===== src/rtl/tlbx_pkg.sv =====
package tlbx_pkg;

    localparam int VA_W = 32;
    localparam int PG_W = 20;

    localparam logic [3:0] RA_SYS   = 4'h0;
    localparam logic [3:0] RA_STAT  = 4'h1;
    localparam logic [3:0] RA_CTRL  = 4'h2;
    localparam logic [3:0] RA_FAULT = 4'h3;
    localparam logic [3:0] RA_TAG   = 4'h4;
    localparam logic [3:0] RA_DATA  = 4'h5;
    localparam logic [3:0] RA_LOCK  = 4'h6;
    localparam logic [3:0] RA_LOAD  = 4'h7;
    localparam logic [3:0] RA_FLUSH = 4'h8;

    typedef enum logic [1:0] {
        PS_1M  = 2'd0,
        PS_64K = 2'd1,
        PS_4K  = 2'd2,
        PS_16M = 2'd3
    } pg_size_e;

    typedef struct packed {
        logic       big_end;
        logic [1:0] esize;
        logic       cpu_esize;
    } pg_attr_t;

    typedef struct packed {
        logic [PG_W-1:0] vtag;
        pg_size_e        psize;
        logic            valid;
        logic            keep;
        logic [PG_W-1:0] ppage;
        pg_attr_t        attr;
    } tlb_ent_t;

    // Bits of the address that belong to the page number for a size code.
    function automatic logic [VA_W-1:0] page_mask(input pg_size_e s);
        case (s)
            PS_4K:   page_mask = 32'hFFFF_F000;
            PS_64K:  page_mask = 32'hFFFF_0000;
            PS_1M:   page_mask = 32'hFFF0_0000;
            default: page_mask = 32'hFF00_0000;
        endcase
    endfunction

    function automatic tlb_ent_t build_entry(input logic [31:0] tag_w,
                                             input logic [31:0] data_w);
        tlb_ent_t e;
        e.vtag           = tag_w[31:12];
        e.psize          = pg_size_e'(tag_w[1:0]);
        e.valid          = tag_w[2];
        e.keep           = tag_w[3];
        e.ppage          = data_w[31:12];
        e.attr.big_end   = data_w[9];
        e.attr.esize     = data_w[8:7];
        e.attr.cpu_esize = data_w[6];
        return e;
    endfunction

    function automatic logic ent_match(input tlb_ent_t e, input logic [VA_W-1:0] va);
        return e.valid && ((({e.vtag, 12'h000}) ^ va) & page_mask(e.psize)) == '0;
    endfunction

    function automatic logic [VA_W-1:0] splice(input tlb_ent_t e, input logic [VA_W-1:0] va);
        logic [VA_W-1:0] m;
        m = page_mask(e.psize);
        return ({e.ppage, 12'h000} & m) | (va & ~m);
    endfunction

endpackage


===== src/rtl/tlbx_ent_store.sv =====
module tlbx_ent_store
    import tlbx_pkg::*;
#(
    parameter int N_ENT = 32,
    parameter int IDX_W = $clog2(N_ENT)
) (
    input  logic             clk,
    input  logic             rst,
    input  logic             ld_en,
    input  logic [IDX_W-1:0] ld_idx,
    input  tlb_ent_t         ld_ent,
    input  logic             flush_en,
    input  logic             clr_en,
    input  logic [IDX_W-1:0] clr_idx,
    input  logic [VA_W-1:0]  va,
    output tlb_ent_t         ents_o [N_ENT],
    output logic [N_ENT-1:0] match_o
);

    for (genvar i = 0; i < N_ENT; i++) begin : g_ent
        tlb_ent_t ent_q;

        always_ff @(posedge clk) begin
            if (rst) begin
                ent_q <= '0;
            end else if (clr_en && clr_idx == IDX_W'(i)) begin
                ent_q <= '0;
            end else if (flush_en && !ent_q.keep) begin
                ent_q.valid <= 1'b0;
            end else if (ld_en && ld_idx == IDX_W'(i)) begin
                ent_q <= ld_ent;
            end
        end

        assign ents_o[i]  = ent_q;
        assign match_o[i] = ent_match(ent_q, va);

        assert_load_commit_R4: assert property (@(posedge clk) disable iff (rst)
            (ld_en && ld_idx == IDX_W'(i) && !clr_en && !flush_en) |=> ent_q == $past(ld_ent));

        assert_flush_keep_R9: assert property (@(posedge clk) disable iff (rst)
            (flush_en && !clr_en && ent_q.keep) |=> $stable(ent_q));

        assert_sweep_clear_R10: assert property (@(posedge clk) disable iff (rst)
            (clr_en && clr_idx == IDX_W'(i)) |=> !ent_q.valid);
    end

endmodule


===== src/rtl/tlbx_first_hit.sv =====
module tlbx_first_hit #(
    parameter int N_ENT = 32,
    parameter int IDX_W = $clog2(N_ENT)
) (
    input  logic             clk,
    input  logic             rst,
    input  logic [N_ENT-1:0] match_i,
    output logic             any_o,
    output logic [IDX_W-1:0] idx_o
);

    always_comb begin
        idx_o = '0;
        for (int i = N_ENT - 1; i >= 0; i--) begin
            if (match_i[i]) idx_o = IDX_W'(i);
        end
    end

    assign any_o = |match_i;

    // The chosen slot really matches and nothing below it does.
    assert_lowest_wins_R11: assert property (@(posedge clk) disable iff (rst)
        any_o |-> (match_i[idx_o] &&
                   ((match_i & ((N_ENT'(1) << idx_o) - N_ENT'(1))) == '0)));

endmodule


===== src/rtl/tlbx_regs.sv =====
module tlbx_regs
    import tlbx_pkg::*;
#(
    parameter int N_ENT = 32,
    parameter int IDX_W = $clog2(N_ENT)
) (
    input  logic             clk,
    input  logic             rst,
    input  logic             wr_en,
    input  logic [3:0]       addr,
    input  logic [31:0]      wdata,
    output logic [31:0]      rdata,
    input  logic             miss_ev,
    input  logic [VA_W-1:0]  miss_va,
    output logic             xl_en,
    output logic             ld_en,
    output logic [IDX_W-1:0] ld_idx,
    output tlb_ent_t         ld_ent,
    output logic             flush_en,
    output logic             clr_en,
    output logic [IDX_W-1:0] clr_idx
);

    localparam int LOCK_LSB = 4;
    localparam int PAD_W    = 32 - LOCK_LSB - IDX_W;

    logic [31:0]     tag_q, data_q;
    logic [IDX_W-1:0] lock_q;
    logic            en_q;
    logic            flt_pend_q;
    logic [VA_W-1:0] flt_addr_q;
    logic            sweep_q;
    logic [IDX_W-1:0] sweep_idx_q;
    logic            sr_start, flt_clr;

    assign sr_start = wr_en && addr == RA_SYS && wdata[1];
    assign flt_clr  = wr_en && addr == RA_FAULT;

    always_ff @(posedge clk) begin
        if (rst) begin
            tag_q       <= '0;
            data_q      <= '0;
            lock_q      <= '0;
            en_q        <= 1'b0;
            flt_pend_q  <= 1'b0;
            flt_addr_q  <= '0;
            sweep_q     <= 1'b0;
            sweep_idx_q <= '0;
        end else if (sr_start) begin
            sweep_q     <= 1'b1;
            sweep_idx_q <= '0;
            en_q        <= 1'b0;
            flt_pend_q  <= 1'b0;
            flt_addr_q  <= '0;
        end else begin
            if (sweep_q) begin
                if (sweep_idx_q == IDX_W'(N_ENT - 1)) sweep_q <= 1'b0;
                sweep_idx_q <= sweep_idx_q + IDX_W'(1);
            end
            if (wr_en) begin
                case (addr)
                    RA_CTRL: en_q   <= wdata[1];
                    RA_TAG:  tag_q  <= wdata;
                    RA_DATA: data_q <= wdata;
                    RA_LOCK: lock_q <= wdata[LOCK_LSB +: IDX_W];
                    default: ;
                endcase
            end
            if (flt_clr) begin
                flt_pend_q <= 1'b0;
                flt_addr_q <= '0;
            end else if (miss_ev && !flt_pend_q) begin
                flt_pend_q <= 1'b1;
                flt_addr_q <= miss_va;
            end
        end
    end

    assign xl_en    = en_q;
    assign ld_en    = wr_en && addr == RA_LOAD && wdata[0] && !sweep_q;
    assign ld_idx   = lock_q;
    assign ld_ent   = build_entry(tag_q, data_q);
    assign flush_en = wr_en && addr == RA_FLUSH && wdata[0] && !sweep_q;
    assign clr_en   = sweep_q;
    assign clr_idx  = sweep_idx_q;

    always_comb begin
        case (addr)
            RA_STAT:  rdata = {31'b0, !sweep_q};
            RA_CTRL:  rdata = {30'b0, en_q, 1'b0};
            RA_FAULT: rdata = flt_addr_q;
            RA_TAG:   rdata = tag_q;
            RA_DATA:  rdata = data_q;
            RA_LOCK:  rdata = {{PAD_W{1'b0}}, lock_q, {LOCK_LSB{1'b0}}};
            default:  rdata = '0;
        endcase
    end

    assert_fault_hold_R7: assert property (@(posedge clk) disable iff (rst)
        (flt_pend_q && !flt_clr && !sr_start) |=> (flt_pend_q && $stable(flt_addr_q)));

    assert_soft_reset_R10: assert property (@(posedge clk) disable iff (rst)
        sr_start |=> (sweep_q && !en_q && !flt_pend_q && flt_addr_q == '0));

    assert_fault_capture_R6: assert property (@(posedge clk) disable iff (rst)
        (miss_ev && !flt_pend_q && !flt_clr && !sr_start) |=> (flt_addr_q == $past(miss_va)));

endmodule


===== src/rtl/tlbx_mmu.sv =====
module tlbx_mmu
    import tlbx_pkg::*;
#(
    parameter int N_ENT = 32
) (
    input  logic        clk,
    input  logic        rst,
    input  logic        cfg_we,
    input  logic [3:0]  cfg_addr,
    input  logic [31:0] cfg_wdata,
    output logic [31:0] cfg_rdata,
    input  logic        xl_valid_i,
    input  logic [31:0] xl_va_i,
    output logic        xl_valid_o,
    output logic [31:0] xl_pa_o,
    output logic        xl_hit_o,
    output logic        xl_fault_o,
    output logic        xl_big_end_o,
    output logic [1:0]  xl_esize_o,
    output logic        xl_cpu_esize_o
);

    localparam int IDX_W = $clog2(N_ENT);

    logic             xl_en, ld_en, flush_en, clr_en, any_hit, miss_ev;
    logic [IDX_W-1:0] ld_idx, clr_idx, hit_idx;
    tlb_ent_t         ld_ent;
    tlb_ent_t         ents_w [N_ENT];
    logic [N_ENT-1:0] match_w;

    logic [31:0]      pa_n;
    logic             hit_n, flt_n;
    pg_attr_t         attr_n, attr_q;

    tlbx_regs #(.N_ENT(N_ENT), .IDX_W(IDX_W)) u_regs (
        .clk(clk), .rst(rst),
        .wr_en(cfg_we), .addr(cfg_addr), .wdata(cfg_wdata), .rdata(cfg_rdata),
        .miss_ev(miss_ev), .miss_va(xl_va_i),
        .xl_en(xl_en), .ld_en(ld_en), .ld_idx(ld_idx), .ld_ent(ld_ent),
        .flush_en(flush_en), .clr_en(clr_en), .clr_idx(clr_idx)
    );

    tlbx_ent_store #(.N_ENT(N_ENT), .IDX_W(IDX_W)) u_store (
        .clk(clk), .rst(rst),
        .ld_en(ld_en), .ld_idx(ld_idx), .ld_ent(ld_ent),
        .flush_en(flush_en), .clr_en(clr_en), .clr_idx(clr_idx),
        .va(xl_va_i), .ents_o(ents_w), .match_o(match_w)
    );

    tlbx_first_hit #(.N_ENT(N_ENT), .IDX_W(IDX_W)) u_pick (
        .clk(clk), .rst(rst), .match_i(match_w), .any_o(any_hit), .idx_o(hit_idx)
    );

    assign miss_ev = xl_valid_i && xl_en && !any_hit;

    always_comb begin
        pa_n   = xl_va_i;
        hit_n  = 1'b0;
        flt_n  = 1'b0;
        attr_n = '0;
        if (xl_en) begin
            if (any_hit) begin
                pa_n   = splice(ents_w[hit_idx], xl_va_i);
                hit_n  = 1'b1;
                attr_n = ents_w[hit_idx].attr;
            end else begin
                pa_n   = '0;
                flt_n  = 1'b1;
            end
        end
    end

    always_ff @(posedge clk) begin
        if (rst) begin
            xl_valid_o <= 1'b0;
            xl_pa_o    <= '0;
            xl_hit_o   <= 1'b0;
            xl_fault_o <= 1'b0;
            attr_q     <= '0;
        end else begin
            xl_valid_o <= xl_valid_i;
            xl_pa_o    <= pa_n;
            xl_hit_o   <= xl_valid_i && hit_n;
            xl_fault_o <= xl_valid_i && flt_n;
            attr_q     <= attr_n;
        end
    end

    assign xl_big_end_o   = attr_q.big_end;
    assign xl_esize_o     = attr_q.esize;
    assign xl_cpu_esize_o = attr_q.cpu_esize;

    assert_passthru_R2: assert property (@(posedge clk) disable iff (rst)
        (xl_valid_i && !xl_en) |=> (xl_pa_o == $past(xl_va_i) && !xl_hit_o && !xl_fault_o));

    assert_fault_shape_R6: assert property (@(posedge clk) disable iff (rst)
        xl_fault_o |-> (xl_valid_o && !xl_hit_o && xl_pa_o == '0));

    assert_one_cycle_R12: assert property (@(posedge clk) disable iff (rst)
        xl_valid_i |=> xl_valid_o);

endmodule


===== config.mk =====
export PLATFORM = sky130hd
export DESIGN_NAME = tlbx_mmu
export DESIGN_NICKNAME = d
export VERILOG_FILES = /design/src/rtl/tlbx_pkg.sv /design/src/rtl/tlbx_ent_store.sv /design/src/rtl/tlbx_first_hit.sv /design/src/rtl/tlbx_regs.sv /design/src/rtl/tlbx_mmu.sv
export SDC_FILE = /design/constraint.sdc
export NUM_CORES = 2
export LEC_CHECK = 0
export BUFFER_PORTS_ARGS = -buffer_cell sky130_fd_sc_hd__buf_2
export CAP_MARGIN = 20
export CORE_MARGIN = 2
export CORE_UTILIZATION = 35
export CTS_CLUSTER_SIZE = 40
export DETAILED_ROUTE_END_ITERATION = 8
export GPL_ROUTABILITY_DRIVEN = 1
export SLEW_MARGIN = 20
export SYNTH_ARGS = -nofsm -noshare
export SYNTH_HDL_FRONTEND = slang
export SYNTH_SLANG_ARGS = --single-unit

===== constraint.sdc =====
create_clock -name clk -period 6.2 [get_ports clk]
set_input_delay 0.31 -clock clk [delete_from_list [all_inputs] [get_ports clk]]
set_output_delay 0.31 -clock clk [all_outputs]
set_load 0.01 [all_outputs]

# Word-level counts from Yosys, hierarchy flattened

Cells that the tools add are included.
W data, S select, Z words.

Add/sub/neg operators: 1
Eq/ne operators: 136
Bitwise logic cells: 104
Muxes and demuxes: 80
Reductions and logical operators: 349
Magnitude comparators: 1

Operator list:

| kind                 | number |
|---|---|
| $pmux W24 S3         | 33 |
| $and A32 B32 Y32     | 34 |
| $logic_not A32 Y1    | 32 |
| $xor A32 B32 Y32     | 32 |
| $bmux W48 S5         | 1 |
| $pmux W32 S6         | 1 |
| $eq A5 B5 Y1 const B | 32 |
| $mux W5              | 32 |
| $logic_and A1 B1 Y1  | 142 |
| $mux W32             | 4 |
| $reduce_or A3 Y1     | 34 |
| $eq A5 B4 Y1 const B | 16 |
| $eq A2 B1 Y1 const B | 33 |
| $eq A2 B2 Y1 const B | 33 |
| $logic_not A2 Y1     | 33 |
| $reduce_and A2 Y1    | 33 |
| $reduce_or A2 Y1     | 33 |
| $mux W28             | 2 |
| $eq A5 B3 Y1 const B | 8 |
| $logic_not A1 Y1     | 35 |
| $not A1 Y1           | 35 |
| $not A32 Y32         | 1 |
| $or A32 B32 Y32      | 1 |
| $reduce_or A32 Y1    | 1 |
| 13 further kinds     | 30 |

Output and inout port bits: 71
Register bits: 1684
Word-level logic and storage cells: 942
Bits of input ports: 72

# Depth between registers and ports, before layout

Depth after elaboration: 50
Depth in mapped cells: 26
Depth with buffers taken out: 20

# Cells and area by module

Synthesis repeated with hierarchy kept, for this count alone.

Cell total of the unflattened synthesis: 9470
Area, all modules: 76759.9 µm²

Modules (own cells, without submodules):

| module         | seq. area each (µm²) | area each (µm²) | cells each | times used |
|---|---|---|---|---|
| tlbx_ent_store | 30749.5              | 62526.2         | 7989       | 1 |
| tlbx_mmu       | 780.7                | 8405.6          | 826        | 1 |
| tlbx_regs      | 2182.1               | 5442.7          | 590        | 1 |
| tlbx_first_hit | 0.0                  | 385.4           | 65         | 1 |

# Worst setup path after synthesis

OpenSTA, ideal clock, no wires.

Path kind: input -> register
From: in xl_va_i[15]
To: reg xl_pa_o[17]
Path buffers: 4
Setup slack: 1.630 ns
Arrival time: 4.443 ns
Library setup time: 0.127 ns
Data required time: 6.073 ns
Cell stages on the path: 21
Path through: buf_2 > xor2_1 > o41a_1 > or4_1 > nand2_1 > a2111oi_1 > o21ai_1 > a21oi_1 > buf_2 > nor2_2 > buf_2 > clkbuf_1 > mux2i_1 > a211oi_1 > nor4_1 > ha_1 > nor2_1 > o31ai_1 > a21oi_1 > and4_1 > a21oi_1

Word-level cells in the longest chain between the ends: 49
Elaborated cells on any way between the ends: 177
Classes of those cells: eq/ne: 2; mux: 40; bitwise: 69; reduce/logical: 66

Ends and longest elaborated chain:

| item                                 | line                 | RTL |
|---|---|---|
| from (decl)                          | tlbx_mmu.sv:13       | `input logic [31:0] xl_va_i,` |
| $xor A32 B32 Y32                     | tlbx_pkg.sv:63       | `return e.valid && ((({e.vtag, 12'h000}) ^ va) & page_mask(e.psize)) == '0;` |
| $and A32 B32 Y32                     | tlbx_pkg.sv:63       |  |
| $logic_not A32 Y1                    | tlbx_pkg.sv:63       |  |
| $logic_and A1 B1 Y1                  | tlbx_pkg.sv:63       |  |
| $mux W5 (32 in a row)                | tlbx_first_hit.sv:15 | `if (match_i[i]) idx_o = IDX_W'(i);` |
| $not A5 Y6 (not written as such)     | tlbx_mmu.sv:63       | `pa_n = splice(ents_w[hit_idx], xl_va_i);` |
| $bmux W48 S5                         | tlbx_mmu.sv:63       |  |
| $mux W28 (2 in a row)                | -                    |  |
| $eq A2 B1 Y1 (tied with other cells) | tlbx_pkg.sv:40       | `case (s)` |
| $pmux W24 S3                         | tlbx_pkg.sv:40       |  |
| $mux W32                             | tlbx_mmu.sv:62       | `if (any_hit) begin` |
| $mux W32                             | tlbx_mmu.sv:61       | `if (xl_en) begin` |
| $not A32 Y32                         | tlbx_pkg.sv:69       | `return ({e.ppage, 12'h000} & m) \| (va & ~m);` |
| $and A32 B32 Y32                     | tlbx_pkg.sv:69       |  |
| $or A32 B32 Y32                      | tlbx_pkg.sv:69       |  |
| $mux W32 (*)                         | tlbx_mmu.sv:62       |  |
| $mux W32 (*)                         | tlbx_mmu.sv:61       |  |
| to (signal assigned)                 | tlbx_mmu.sv:82       | `xl_pa_o <= pa_n;` |
| to (decl)                            | tlbx_mmu.sv:15       | `output logic [31:0] xl_pa_o,` |

Every way passes the cells marked *; elsewhere a longest branch is shown, timed or not. The select of a mux whose other input is x is not followed.
A chain may end at the register's enable or synchronous reset.

# Worst setup path after layout

From: reg u_store.g_ent[28].ent_q, in the netlist u_store.ents_o[170]
To: reg xl_pa_o[23]

Word-level cells in the longest chain between the ends: 47
Elaborated cells on any way between the ends: 53
Classes of those cells: eq/ne: 4; mux: 38; bitwise: 6; reduce/logical: 5

Ends and longest elaborated chain:

| item                                 | line                 | RTL |
|---|---|---|
| from (decl)                          | tlbx_ent_store.sv:21 | `tlb_ent_t ent_q;` |
| from (signal assigned)               | tlbx_ent_store.sv:31 | `ent_q <= ld_ent;` |
| $eq A2 B1 Y1 (tied with other cells) | tlbx_pkg.sv:40       |  |
| $pmux W24 S3                         | tlbx_pkg.sv:40       |  |
| $and A32 B32 Y32                     | tlbx_pkg.sv:63       |  |
| $logic_not A32 Y1                    | tlbx_pkg.sv:63       |  |
| $logic_and A1 B1 Y1                  | tlbx_pkg.sv:63       |  |
| $mux W5 (29 in a row)                | tlbx_first_hit.sv:15 |  |
| $not A5 Y6 (not written as such)     | tlbx_mmu.sv:63       |  |
| $bmux W48 S5                         | tlbx_mmu.sv:63       |  |
| [3 not listed]                       | -                    |  |
| $pmux W24 S3                         | tlbx_pkg.sv:40       |  |
| $mux W32                             | tlbx_mmu.sv:62       |  |
| $mux W32                             | tlbx_mmu.sv:61       |  |
| $not A32 Y32                         | tlbx_pkg.sv:69       |  |
| $and A32 B32 Y32                     | tlbx_pkg.sv:69       |  |
| $or A32 B32 Y32                      | tlbx_pkg.sv:69       |  |
| $mux W32 (*)                         | tlbx_mmu.sv:62       |  |
| $mux W32 (*)                         | tlbx_mmu.sv:61       |  |

Marked as above.

==> summary.txt <==
Floorplanning
  – Die H: 474 µm
  – Die Width: 474 µm
  – Core box area: about 220000 µm²
  – Starting Density: about a third
  – Die Area: 224000 µm²
  – Cell Rows: 172
  – IO Count: 143

Finish
  – Final-stage net count: 9963
  – Final Core Density: about two fifths
  – Layout cells sized above 1: about 9%
  – Area Growth Syn to Fin: 12.6%

Timing
  – Slew @ Worst Pin: 1.28 ns
  – Fmax: 159 MHz
  – PnR worst setup slack: -0.102 ns
  – Unrepaired setup endpoints after global routing: no
  – Pins Over Slew Limit: 0
  – Min cycle time layout: 6.30 ns
  – Slew HR: ~15%
  – Setup total negative slack: -0.354 ns
  – Clock skew: ~0.046 ns
  – Setup violations, final: 7
  – Hold Vio Cnt, Final: 0
  – Tcrit/Tclk final: 102%

Clock network
  – Num Clock Sinks: 1684
  – CTS tree: built
  – # resized after CTS: 0
  – Clk buf depth: 3
  – Clock H-tree levels: 4
  – Clock Root Buffer: clkbuf_16
  – CTS clk-pin slew, worst paths: 0.06 ns
  – Worst skew pair latency: roughly 0.88 ns
  – CTS buffer count: 180

Routing
  – WL met2: 142 mm
  – Routed len/inst: 26.0 µm
  – Drt initial violations: 9562
  – Number of vias per cell: 5.76
  – Routed wire length: 333 mm
  – Post-Route M1 WL: 128 mm
  – DR vias: 74.0k
  – Top routing layer in use: met5
  – Drt first pass iters: 9
  – Metal3 WL: 38.5 mm
  – Residual DRC: 0
  – Post-route ant nets: 0

Power
  – Leakage: around 28 nW
  – PwrDens: 264 nW/µm²
  – Worst VDD drop: 0.275 mV

Outcome
  – Run status: finished, violations left
  – Failing checks: setup timing

Critical path
  – WP data arrival: 7.00 ns
  – Crit-path max FO: 17
  – CP top delay family: compound AO/OA/AOI/OAI gates
  – CP Class: flip-flop to flip-flop
  – CP Capture Type: flip-flop
  – R2r endpoint: xl_pa_o[23]
  – CP cell instances: inv_1, ha_1, a41oi_1, a2111oi_1, nand2_1, a311oi_1, o311a_1, or2_4, nor2_8, mux2i_1, mux2i_1, a211oi_1, nor4_1, buf_4, ha_1, nor2_1, o21ai_0, a21oi_1
  – Slowest cell on the critical path: a2111oi_1
  – Startpoint Class: flip-flop
  – FF-to-FF setup slack: -0.10 ns
  – R2R Path Start: u_store.ents_o[170]
  – Req. time, crit path: approximately 7 ns
  – Worst r2r path cells: 18
  – Buffers & Inverters on Critical Path: 2
  – CP peak stage delay: 0.83 ns

GRT
  – Number of global-route vias before repair: between 60k and 70k
  – Global Route Usage Sum: around 29%
  – Initial antenna violation count: 21
  – Largest net degree at the start of global routing: 90
  – First-pass GRT wire length: roughly 480 mm
  – GR Overflow Total: 0

Placement
  – Input/output buffers: around 140
  – Final GP Congestion: 1.01
  – HPWL Detailed: 205 mm
  – Worst slack, placed: -0.207 ns

Logic synthesis
  – Seq cells post-synth: 1684
  – Register area share after synthesis: 43.7%
  – Synth Area per Inst: between 7 and 8 µm²
  – Warnings from Yosys: 0
  – Syn Inst Count: 10.1k
  – Mapped Area: 77200 µm²
  – Post-synth EDFFs: 0
  – Top_reg_cell synth: dfxtp_1
  – FFs w/ async S/R, synth: 0%
  – Synth cell types: 88
  – Syn Nets: 10.3k

Worst hold path
  – Worst Hold Depth: 4
  – Worst hold path class: primary input to flip-flop
  – Hold Path End: u_regs.clr_en
  – Critical hold path startpoint: cfg_addr[0]

Run
  – Max-cap viol count: 0
==> per-stage QoR <==
stage	total power, mW	hold slack (ns)	instance area (µm²)	instances
after floorplan	11.6	0.432	77200	10100
after global placement	12.0	0.437	80000	12400
after detailed placement	12.0	0.444	80000	12400
after CTS	23.0	0.0240	86800	12800
after global routing	23.4	0.0825	86800	12800
final	23.0	0.0845	86800	12800
==> flip-flops by register name, indices dropped and copies added, names as in the netlist <==
| name | count |
|---|---|
| u_regs.ld_idx | 5 |
| u_regs.clr_idx | 5 |
| xl_esize_o | 2 |
| xl_pa_o | 32 |
| u_regs.xl_en | 1 |
| u_regs.clr_en | 1 |
| u_store.ents_o | 1536 |
| u_regs.flt_pend_q | 1 |
| xl_cpu_esize_o | 1 |
| u_regs.flt_addr_q | 32 |
| u_regs.tag_q | 32 |
| xl_hit_o | 1 |
| xl_big_end_o | 1 |
| xl_valid_o | 1 |
| u_regs.data_q | 32 |
| xl_fault_o | 1 |
==> synthesized netlist by cell type (24+ instances only) <==
cell / n / share of area, %
a21o_1: 34 / 0.33
xnor2_1: 396 / 4.5
a22oi_1: 24 / 0.23
a41oi_1: 28 / 0.32
nand3_1: 140 / 0.91
o211ai_1: 27 / 0.26
nor3_1: 68 / 0.44
nand2_1: 3425 / 17
ha_1: 72 / 1.2
clkbuf_1: 726 / 3.5
a222oi_1: 25 / 0.32
a211oi_1: 69 / 0.67
buf_6: 50 / 0.73
buf_1: 71 / 0.35
xor2_1: 247 / 2.8
nor4_1: 73 / 0.59
inv_1: 77 / 0.37
a21oi_1: 1689 / 11
mux2i_1: 273 / 3.5
nor2_1: 175 / 0.85
and3_1: 53 / 0.43
dfxtp_1: 1684 / 44
o31ai_1: 27 / 0.26
buf_4: 37 / 0.36
nand4_1: 62 / 0.50
a31oi_1: 25 / 0.20
buf_2: 71 / 0.46
o22ai_1: 28 / 0.23
and2_1: 40 / 0.32
o21ai_0: 129 / 0.84
==> worst register-to-register path, delay by kind of cell, from the launching register on <==
kind,cells,cell delay (ns)
AO/OA/AOI/OAI,7,2.97
multiplexers,2,0.39
AND/OR/NAND/NOR,5,1.44
flip-flops,1,0.36
buffers and inverters,2,0.45
adder cells (fa/ha/maj),2,0.54
==> metal layers <==
layer | GRT usage [%] | vias up
met5 | 0.0865 | -
met4 | 18.3 | 16
li1 | - | 32900
met2 | 43.3 | 4555
met3 | 6.88 | 1069
met1 | 36.4 | 35500
==> cell type report <==
| type | count | area, µm² |
|---|---|---|
| clock buffer | 260 | 5220 |
| antenna | 11 | 27.5 |
| sequential | 1684 | 33800 |
| fill | 22000 | 133000 |
| timing repair buffer | 477 | 3750 |
| multi-input combinational | 7398 | 39400 |
| tap | 2871 | 3590 |
| clock inverter | 62 | 820 |
| inverter | 78 | 293 |
==> placed cells by master, fill, tap and decap left out, types with 77 or more instances in the layout <==
cell	n
a21oi_1	1687
mux2i_1	273
nand3_1	132
o21ai_0	128
buf_2	129
buf_4	254
inv_1	77
xor2_1	247
nand2_1	3404
clkbuf_16	180
dfxtp_1	1638
xnor2_1	396
nor2_1	160
==> repair_timing <==
action                                 4_1_cts  5_1_grt
setup buffers                                0        0
endpoints found under the hold margin      113        0
hold buffers                                69        0
==> where the power goes <==
part	switching, mW	internal [mW]	leakage [nW]	total, mW
registers	0.0400	10.8	13.6	10.9
logic	0.695	0.260	11.7	0.955
clock network	4.82	6.31	2.96	11.1
==> kinds of logic after synthesis <==
kind of cell | Yosys count | synth area share [%]
xor+xnor | 643 | 7.30
compound gates | 2279 | 16.7
buf+inv | 1035 | 5.85
flops | 1684 | 43.7
mux | 289 | 3.78
fa+ha+maj | 72 | 1.17
simple gates | 4115 | 21.5
==> how the worst max path moves through the flow <==
stage	startpoint	end	slack (ns)	cells past startpoint
global route	u_store.ents_o[170]	xl_pa_o[19]	0.06	20
CTS	u_store.ents_o[77]	xl_pa_o[19]	0.29	21
finish	u_store.ents_o[170]	xl_pa_o[23]	-0.10	18
floorplan	xl_va_i[15]	xl_pa_o[17]	1.63	21
detailed placement	xl_va_i[30]	xl_pa_o[19]	-0.21	21
global placement	xl_va_i[30]	xl_pa_o[17]	-0.34	21
Note: power is estimated with default switching activity, not from simulation.
